<file path="src/rtl/pwm_timer_pkg.sv">
package pwm_timer_pkg;
  localparam logic [3:0] MODE_FIX0   = 4'd5;
  localparam logic [3:0] MODE_FIX1   = 4'd6;
  localparam logic [3:0] MODE_FIX2   = 4'd7;
  localparam logic [3:0] MODE_PERIOD = 4'd14;
  localparam logic [3:0] MODE_CMPA   = 4'd15;

  localparam logic [1:0] ADDR_CTRL   = 2'd0;
  localparam logic [1:0] ADDR_CMPA   = 2'd1;
  localparam logic [1:0] ADDR_PERIOD = 2'd3;

  typedef enum logic [1:0] {
    OUT_OFF0   = 2'd0,
    OUT_OFF1   = 2'd1,
    OUT_NONINV = 2'd2,
    OUT_INV    = 2'd3
  } out_mode_e;

  localparam int unsigned FLG_OVF = 0;
  localparam int unsigned FLG_CMP = 1;  // channel c uses FLG_CMP + c
  localparam int unsigned FLG_PER = 3;
  localparam int unsigned NFLG    = 4;
endpackage

</file>
<file path="src/rtl/pwm_tick_counter.sv">
module pwm_tick_counter #(
  parameter int unsigned W = 16
) (
  input  logic         clk_i,
  input  logic         rst_ni,
  input  logic         tick_i,
  input  logic [W-1:0] top_i,
  output logic [W-1:0] cnt_o,
  output logic         at_top_o
);
  logic [W-1:0] cnt_q;

  assign at_top_o = (cnt_q == top_i);
  assign cnt_o    = cnt_q;

  always_ff @(posedge clk_i or negedge rst_ni) begin
    if (!rst_ni)       cnt_q <= '0;
    else if (tick_i) begin
      if (at_top_o)    cnt_q <= '0;
      else             cnt_q <= cnt_q + W'(1);
    end
  end

  assert_hold_no_tick_R2: assert property (@(posedge clk_i) disable iff (!rst_ni)
    !tick_i |=> $stable(cnt_q));
  assert_clear_after_top_R2: assert property (@(posedge clk_i) disable iff (!rst_ni)
    (tick_i && at_top_o) |=> (cnt_q == '0));
  assert_step_R2: assert property (@(posedge clk_i) disable iff (!rst_ni)
    (tick_i && !at_top_o) |=> (cnt_q == $past(cnt_q) + W'(1)));
endmodule

</file>
<file path="src/rtl/pwm_cmp_chan.sv">
module pwm_cmp_chan
  import pwm_timer_pkg::*;
#(
  parameter int unsigned W = 16
) (
  input  logic         clk_i,
  input  logic         rst_ni,
  input  logic         tick_i,
  input  logic         at_top_i,
  input  logic [W-1:0] cnt_i,
  input  logic         wr_i,
  input  logic [W-1:0] wdata_i,
  input  logic [W-1:0] mask_i,
  input  logic [1:0]   out_mode_i,
  output logic [W-1:0] cmp_o,
  output logic         match_o,
  output logic         pwm_o
);
  logic [W-1:0] buf_q, act_q;
  logic         lvl_q;  // non-inverted level: set at wrap, cleared on match

  assign match_o = tick_i && (cnt_i == act_q);
  assign cmp_o   = act_q;

  always_ff @(posedge clk_i or negedge rst_ni) begin
    if (!rst_ni) begin
      buf_q <= '0;
      act_q <= '0;
      lvl_q <= 1'b0;
    end else begin
      if (wr_i) buf_q <= wdata_i & mask_i;
      if (tick_i && at_top_i) begin
        act_q <= buf_q;
        lvl_q <= 1'b1;
      end else if (match_o) begin
        lvl_q <= 1'b0;
      end
    end
  end

  always_comb begin
    unique case (out_mode_e'(out_mode_i))
      OUT_NONINV: pwm_o = lvl_q;
      OUT_INV:    pwm_o = ~lvl_q;
      default:    pwm_o = 1'b0;
    endcase
  end

  assert_buf_masked_R4: assert property (@(posedge clk_i) disable iff (!rst_ni)
    wr_i |=> ((buf_q & ~$past(mask_i)) == '0));
  assert_set_at_wrap_R8: assert property (@(posedge clk_i) disable iff (!rst_ni)
    (tick_i && at_top_i) |=> lvl_q);
endmodule

</file>
<file path="src/rtl/pwm_timer.sv">
module pwm_timer
  import pwm_timer_pkg::*;
#(
  parameter int unsigned W        = 16,
  parameter int unsigned FIX_RES0 = 8,
  parameter int unsigned FIX_RES1 = 9,
  parameter int unsigned FIX_RES2 = 10
) (
  input  logic          clk_i,
  input  logic          rst_ni,
  input  logic          tick_i,
  input  logic          wr_en_i,
  input  logic [1:0]    wr_addr_i,
  input  logic [W-1:0]  wr_data_i,
  input  logic [3:0]    flag_clr_i,
  output logic [W-1:0]  cnt_o,
  output logic          pwm_a_o,
  output logic          pwm_b_o,
  output logic [3:0]    flags_o
);
  localparam int unsigned NCH = 2;
  localparam logic [W-1:0] FIX_TOP0 = W'((32'd1 << FIX_RES0) - 32'd1);
  localparam logic [W-1:0] FIX_TOP1 = W'((32'd1 << FIX_RES1) - 32'd1);
  localparam logic [W-1:0] FIX_TOP2 = W'((32'd1 << FIX_RES2) - 32'd1);

  logic [3:0]      mode_q;
  logic [1:0]      om_q [NCH];
  logic [W-1:0]    period_q;
  logic [W-1:0]    top, wmask, cnt;
  logic            at_top;
  logic [W-1:0]    cmp_act [NCH];
  logic [NCH-1:0]  match, pwm;
  logic [NFLG-1:0] flags_q, flag_set;

  always_ff @(posedge clk_i or negedge rst_ni) begin
    if (!rst_ni) begin
      mode_q   <= '0;
      period_q <= '0;
      for (int c = 0; c < NCH; c++) om_q[c] <= '0;
    end else if (wr_en_i) begin
      if (wr_addr_i == ADDR_CTRL) begin
        mode_q <= wr_data_i[3:0];
        for (int c = 0; c < NCH; c++) om_q[c] <= wr_data_i[4+2*c +: 2];
      end
      if (wr_addr_i == ADDR_PERIOD) period_q <= wr_data_i;
    end
  end

  always_comb begin
    wmask = '1;
    unique case (mode_q)
      MODE_FIX0:   begin top = FIX_TOP0; wmask = FIX_TOP0; end
      MODE_FIX1:   begin top = FIX_TOP1; wmask = FIX_TOP1; end
      MODE_FIX2:   begin top = FIX_TOP2; wmask = FIX_TOP2; end
      MODE_PERIOD: top = period_q;
      MODE_CMPA:   top = cmp_act[0];
      default:     top = '1;
    endcase
  end

  pwm_tick_counter #(.W(W)) u_cnt (
    .clk_i    (clk_i),
    .rst_ni   (rst_ni),
    .tick_i   (tick_i),
    .top_i    (top),
    .cnt_o    (cnt),
    .at_top_o (at_top)
  );

  for (genvar c = 0; c < NCH; c++) begin : g_ch
    pwm_cmp_chan #(.W(W)) u_ch (
      .clk_i      (clk_i),
      .rst_ni     (rst_ni),
      .tick_i     (tick_i),
      .at_top_i   (at_top),
      .cnt_i      (cnt),
      .wr_i       (wr_en_i && (wr_addr_i == (ADDR_CMPA + 2'(c)))),
      .wdata_i    (wr_data_i),
      .mask_i     (wmask),
      .out_mode_i (om_q[c]),
      .cmp_o      (cmp_act[c]),
      .match_o    (match[c]),
      .pwm_o      (pwm[c])
    );
    assign flag_set[FLG_CMP+c] = match[c];

    assert_cmp_hold_R5: assert property (@(posedge clk_i) disable iff (!rst_ni)
      !(tick_i && at_top) |=> $stable(cmp_act[c]));
  end

  assign flag_set[FLG_OVF] = tick_i && at_top;
  assign flag_set[FLG_PER] = tick_i && at_top && (mode_q == MODE_PERIOD);

  always_ff @(posedge clk_i or negedge rst_ni) begin
    if (!rst_ni) flags_q <= '0;
    else         flags_q <= (flags_q & ~flag_clr_i) | flag_set;
  end

  assign cnt_o   = cnt;
  assign pwm_a_o = pwm[0];
  assign pwm_b_o = pwm[1];
  assign flags_o = flags_q;

  assert_ovf_flag_R7: assert property (@(posedge clk_i) disable iff (!rst_ni)
    (tick_i && at_top) |=> flags_q[FLG_OVF]);
  assert_per_flag_R7: assert property (@(posedge clk_i) disable iff (!rst_ni)
    (tick_i && at_top && mode_q == MODE_PERIOD) |=> flags_q[FLG_PER]);
  assert_flag_sticky_R7: assert property (@(posedge clk_i) disable iff (!rst_ni)
    (flags_q[FLG_OVF] && !flag_clr_i[FLG_OVF]) |=> flags_q[FLG_OVF]);
endmodule

</file>
<file path="config.mk">
export PLATFORM = sky130hd
export DESIGN_NAME = pwm_timer
export DESIGN_NICKNAME = d
export VERILOG_FILES = /design/src/rtl/pwm_timer_pkg.sv /design/src/rtl/pwm_tick_counter.sv /design/src/rtl/pwm_cmp_chan.sv /design/src/rtl/pwm_timer.sv
export SDC_FILE = /design/constraint.sdc
export NUM_CORES = 1
export LEC_CHECK = 0
export BUFFER_PORTS_ARGS = -buffer_cell sky130_fd_sc_hd__buf_2
export CORE_MARGIN = 2
export CORE_UTILIZATION = 54
export CTS_CLUSTER_DIAMETER = 40
export DETAILED_ROUTE_END_ITERATION = 6
export PLACE_DENSITY_LB_ADDON = 0.15
export REMOVE_ABC_BUFFERS = 1
export SLEW_MARGIN = 40
export SYNTH_ARGS = -nofsm -noshare
export SYNTH_HDL_FRONTEND = slang
export SYNTH_HIERARCHICAL = 1
export SYNTH_SLANG_ARGS = --single-unit
</file>
<file path="constraint.sdc">
create_clock -name clk_i -period 2.8 [get_ports clk_i]
set_input_delay 0.56 -clock clk_i [delete_from_list [all_inputs] [get_ports clk_i]]
set_output_delay 0.56 -clock clk_i [all_outputs]
set_load 0.05 [all_outputs]
</file>
==> results.cfg <==
[setup_path]
crit_slowest_cell = dfrtp_1
startpoint = mode_q[0]
critPathMaxFanout = 23
worstReg2RegStart = mode_q[0]
max_stage_delay_ns = 0.42
r2r_end = g_ch[0].u_ch/cmp_o[4]
regToRegSetupSlack_ns = 0.16
path_class = reg -> reg
worst_setup_path_end_kind = register
cp.arrival_ns = 2.90
cp-start-kind = register
cp_data_required_time_ns = 3.06
cp_cell_sequence = buf_12, mux2i_1, and3_1, o21ai_0, xnor2_1, nand4_1, nor4_4, and2_1, buf_12, mux2_2
crit_top_cell = buf_12
ff2ff_path_depth = 10

[die]
core-area_um2 = 10180
die_y_um = 105.8
fp.dieW_um = 105.8
ios = 48
die_area_um2 = 11190
initial_core_util = 0.5490
rows = 37

[drt]
ant_nets = 0
drtIter0Drc = 250
wire_per_inst_um = 18.24
firstDrtPassIters = 4
post_drt_via_cell_ratio = 5.680
vias = 4112
drc = 0
wirelength_um = 13200

[clock_tree]
cts_root_buffer = clkbuf_8
cts.sinks = 110
clk_pin_slew_ns = 0.10
cts_tree = built
cts.path.max_buffers = 2
numCtsBuffers = 9
clock_latency_ns = 0.38
post-cts-setup-buffer-count = 0
cts_hold_buf = 0
cts_resized = 0
htreeDepth = 3

[yosys]
synth_edf_count = 0
ys_types = 50
yosysWarnings = 6
ys_seq_area_frac = 0.4923
ys.flop_type = dfrtp_1
syn_area_per_cell_um2 = 10.82
async_flop_share = 1.000
syn_area_um2 = 5592
synth_seq_cells = 110
synthCells = 517

[sta]
fin_skew_ns = 0.01390
relSlewSlack = 0.5557
period_needed_ns = 2.637
hold_violations = 0
finalSetupViolations = 0
finalCritPeriodShare = 0.9418
rsz0062_at_grt = false
max_freq_mhz = 379.2
fin_setup_tns_ns = 0
drv_slew = 0
tightestPinTransition_ns = 0.6658

[pwr]
p_int_mw = 2.509
p_leak_nw = 2.968
combPwrFrac = 0.227
peakVddDrop_mv = 0.3718
netSwitchingPower_mw = 1.160
p_clk_frac = 0.259
powerDensity_nw_per_um2 = 582.8
sw_frac_of_total = 0.3162
pwr-share-seq = 0.514

[place]
port_buffers = 47
placed_area_um2 = 6106
place_congestion = 0.8521
hpwl_um = 9549

[job]
drv_cap = 0

[finish]
area_growth_pct = 12.58
diodes = 0
layout_common_cells = dfrtp_1 (110), mux2_2 (56), buf_2 (46), o21ai_0 (42), inv_1 (42)
final_common_cell = dfrtp_1
nets = 611
num-fill-cells = 840
final_design_area_no_fill_um2 = 6295
layout-drive-gt1-share = 0.2568

[global_route]
grt_pass1_vias = 4035
gr-total-overflow = 0
track_usage = 0.2514
grt_pass1_wl_um = 21400
antenna_found_initial = 0
grt_max_degree = 111

[worst_hold_path]
min_path_type = in -> async

[status]
status = completed
[per-stage QoR]
| stage | power (mW) | hold slack, ns | instances | setup WS, ns | utilization |
|---|---|---|---|---|---|
| CTS | 3.679 | 0.2653 | 724 | 0.1851 | 0.6181 |
| global route | 3.847 | 0.2443 | 724 | 0.01241 | 0.6181 |
| finish | 3.669 | 0.2456 | 724 | 0.1630 | 0.6181 |
| floorplan | 2.396 | 0.2644 | 506 | -0.5688 | - |
| global placement | 2.708 | 0.4538 | 709 | 0.2866 | 0.5995 |
| detailed placement | 2.733 | 0.4604 | 709 | 0.2505 | 0.5995 |
[worst max path at each step]
stage	slack [ns]	end
CTS	0.19	g_ch[0].u_ch/cmp_o[5]
global placement	0.29	g_ch[0].u_ch/cmp_o[11]
global route	0.01	g_ch[0].u_ch/cmp_o[8]
finish	0.16	g_ch[0].u_ch/cmp_o[4]
detailed placement	0.25	g_ch[1].u_ch/cmp_o[7]
floorplan	-0.57	g_ch[0].u_ch/cmp_o[0]
[metal layers]
layer / wire length, um / vias to the layer above / track usage
met3: 810 / 16 / 0.04638
met2: 6158 / 132 / 0.4005
met5: 0 / - / 0
met1: 6005 / 2054 / 0.3473
met4: 230 / 0 / 0.08647
li1: - / 1910 / -
[kinds of logic (layout without fill, tap and decap cells)]
| family | count (synthesis) | count (layout) | synth area share |
|---|---|---|---|
| and+or+nand+nor | 135 | 135 | 0.1403 |
| DFF | 110 | 110 | 0.4923 |
| AOI/OAI and AO/OA | 74 | 74 | 0.07966 |
| muxes | 73 | 73 | 0.1432 |
| buffers and inverters | 68 | 124 | 0.05549 |
| xor gates and xnor gates | 55 | 55 | 0.08615 |
| adders and majority gates | 1 | 1 | 0.002237 |
| other | 1 | 16 | 0.0006706 |
[power groups by stage]
| stage | combinational, mW | sequential (mW) | clock (mW) |
|---|---|---|---|
| finish | 0.832 | 1.88 | 0.952 |
| global route | 0.908 | 1.90 | 1.04 |
| CTS | 0.825 | 1.88 | 0.973 |
| detailed placement | 0.820 | 1.91 | 0 |
| global placement | 0.799 | 1.91 | 0 |
| floorplan | 0.412 | 1.98 | 0 |
[synth_stat cells (all sizes together), types with 12 or more instances]
| cell | count | area (um2) |
|---|---|---|
| mux2i | 17 | 170.2 |
| inv | 42 | 157.7 |
| buf | 16 | 115.1 |
| nand2 | 27 | 101.4 |
| xor2 | 20 | 175.2 |
| mux2 | 56 | 630.6 |
| nand4 | 12 | 81.33 |
| dfrtp | 110 | 2753 |
| o21ai | 42 | 210.2 |
| nand3 | 40 | 212.7 |
| xnor2 | 35 | 306.5 |
[flip-flops by register name, indices dropped and copies added, names as in the netlist]
name,cells
g_ch.u_ch/buf_q,32
flags_o,4
mode_q,4
period_q,16
g_ch.u_ch/cmp_o,32
u_cnt/cnt_o,16
om_q,4
g_ch.u_ch/lvl_q,2
[layout make-up]
class / instances / area, um2 / share of cell area
Tap cell: 136 / 170.2 / 0.02703
Clock buffer: 11 / 141.4 / 0.02246
Timing Repair Buffer: 67 / 437.9 / 0.06957
Multi-Input combinational cell: 354 / 2587 / 0.4111
Inverter: 42 / 157.7 / 0.02504
Clock inverter: 4 / 47.55 / 0.007553
Sequential cell: 110 / 2753 / 0.4373
[critical path: cells and delay by family, from the launching register on]
| family | cells | cell delay, ns |
|---|---|---|
| and+or+nand+nor | 4 | 0.86 |
| xor gates and xnor gates | 1 | 0.18 |
| AOI/OAI and AO/OA | 1 | 0.23 |
| muxes | 2 | 0.47 |
| buffers and inverters | 2 | 0.35 |
| DFF | 1 | 0.42 |
No activity file was read; power rests on OpenSTA's default activity.
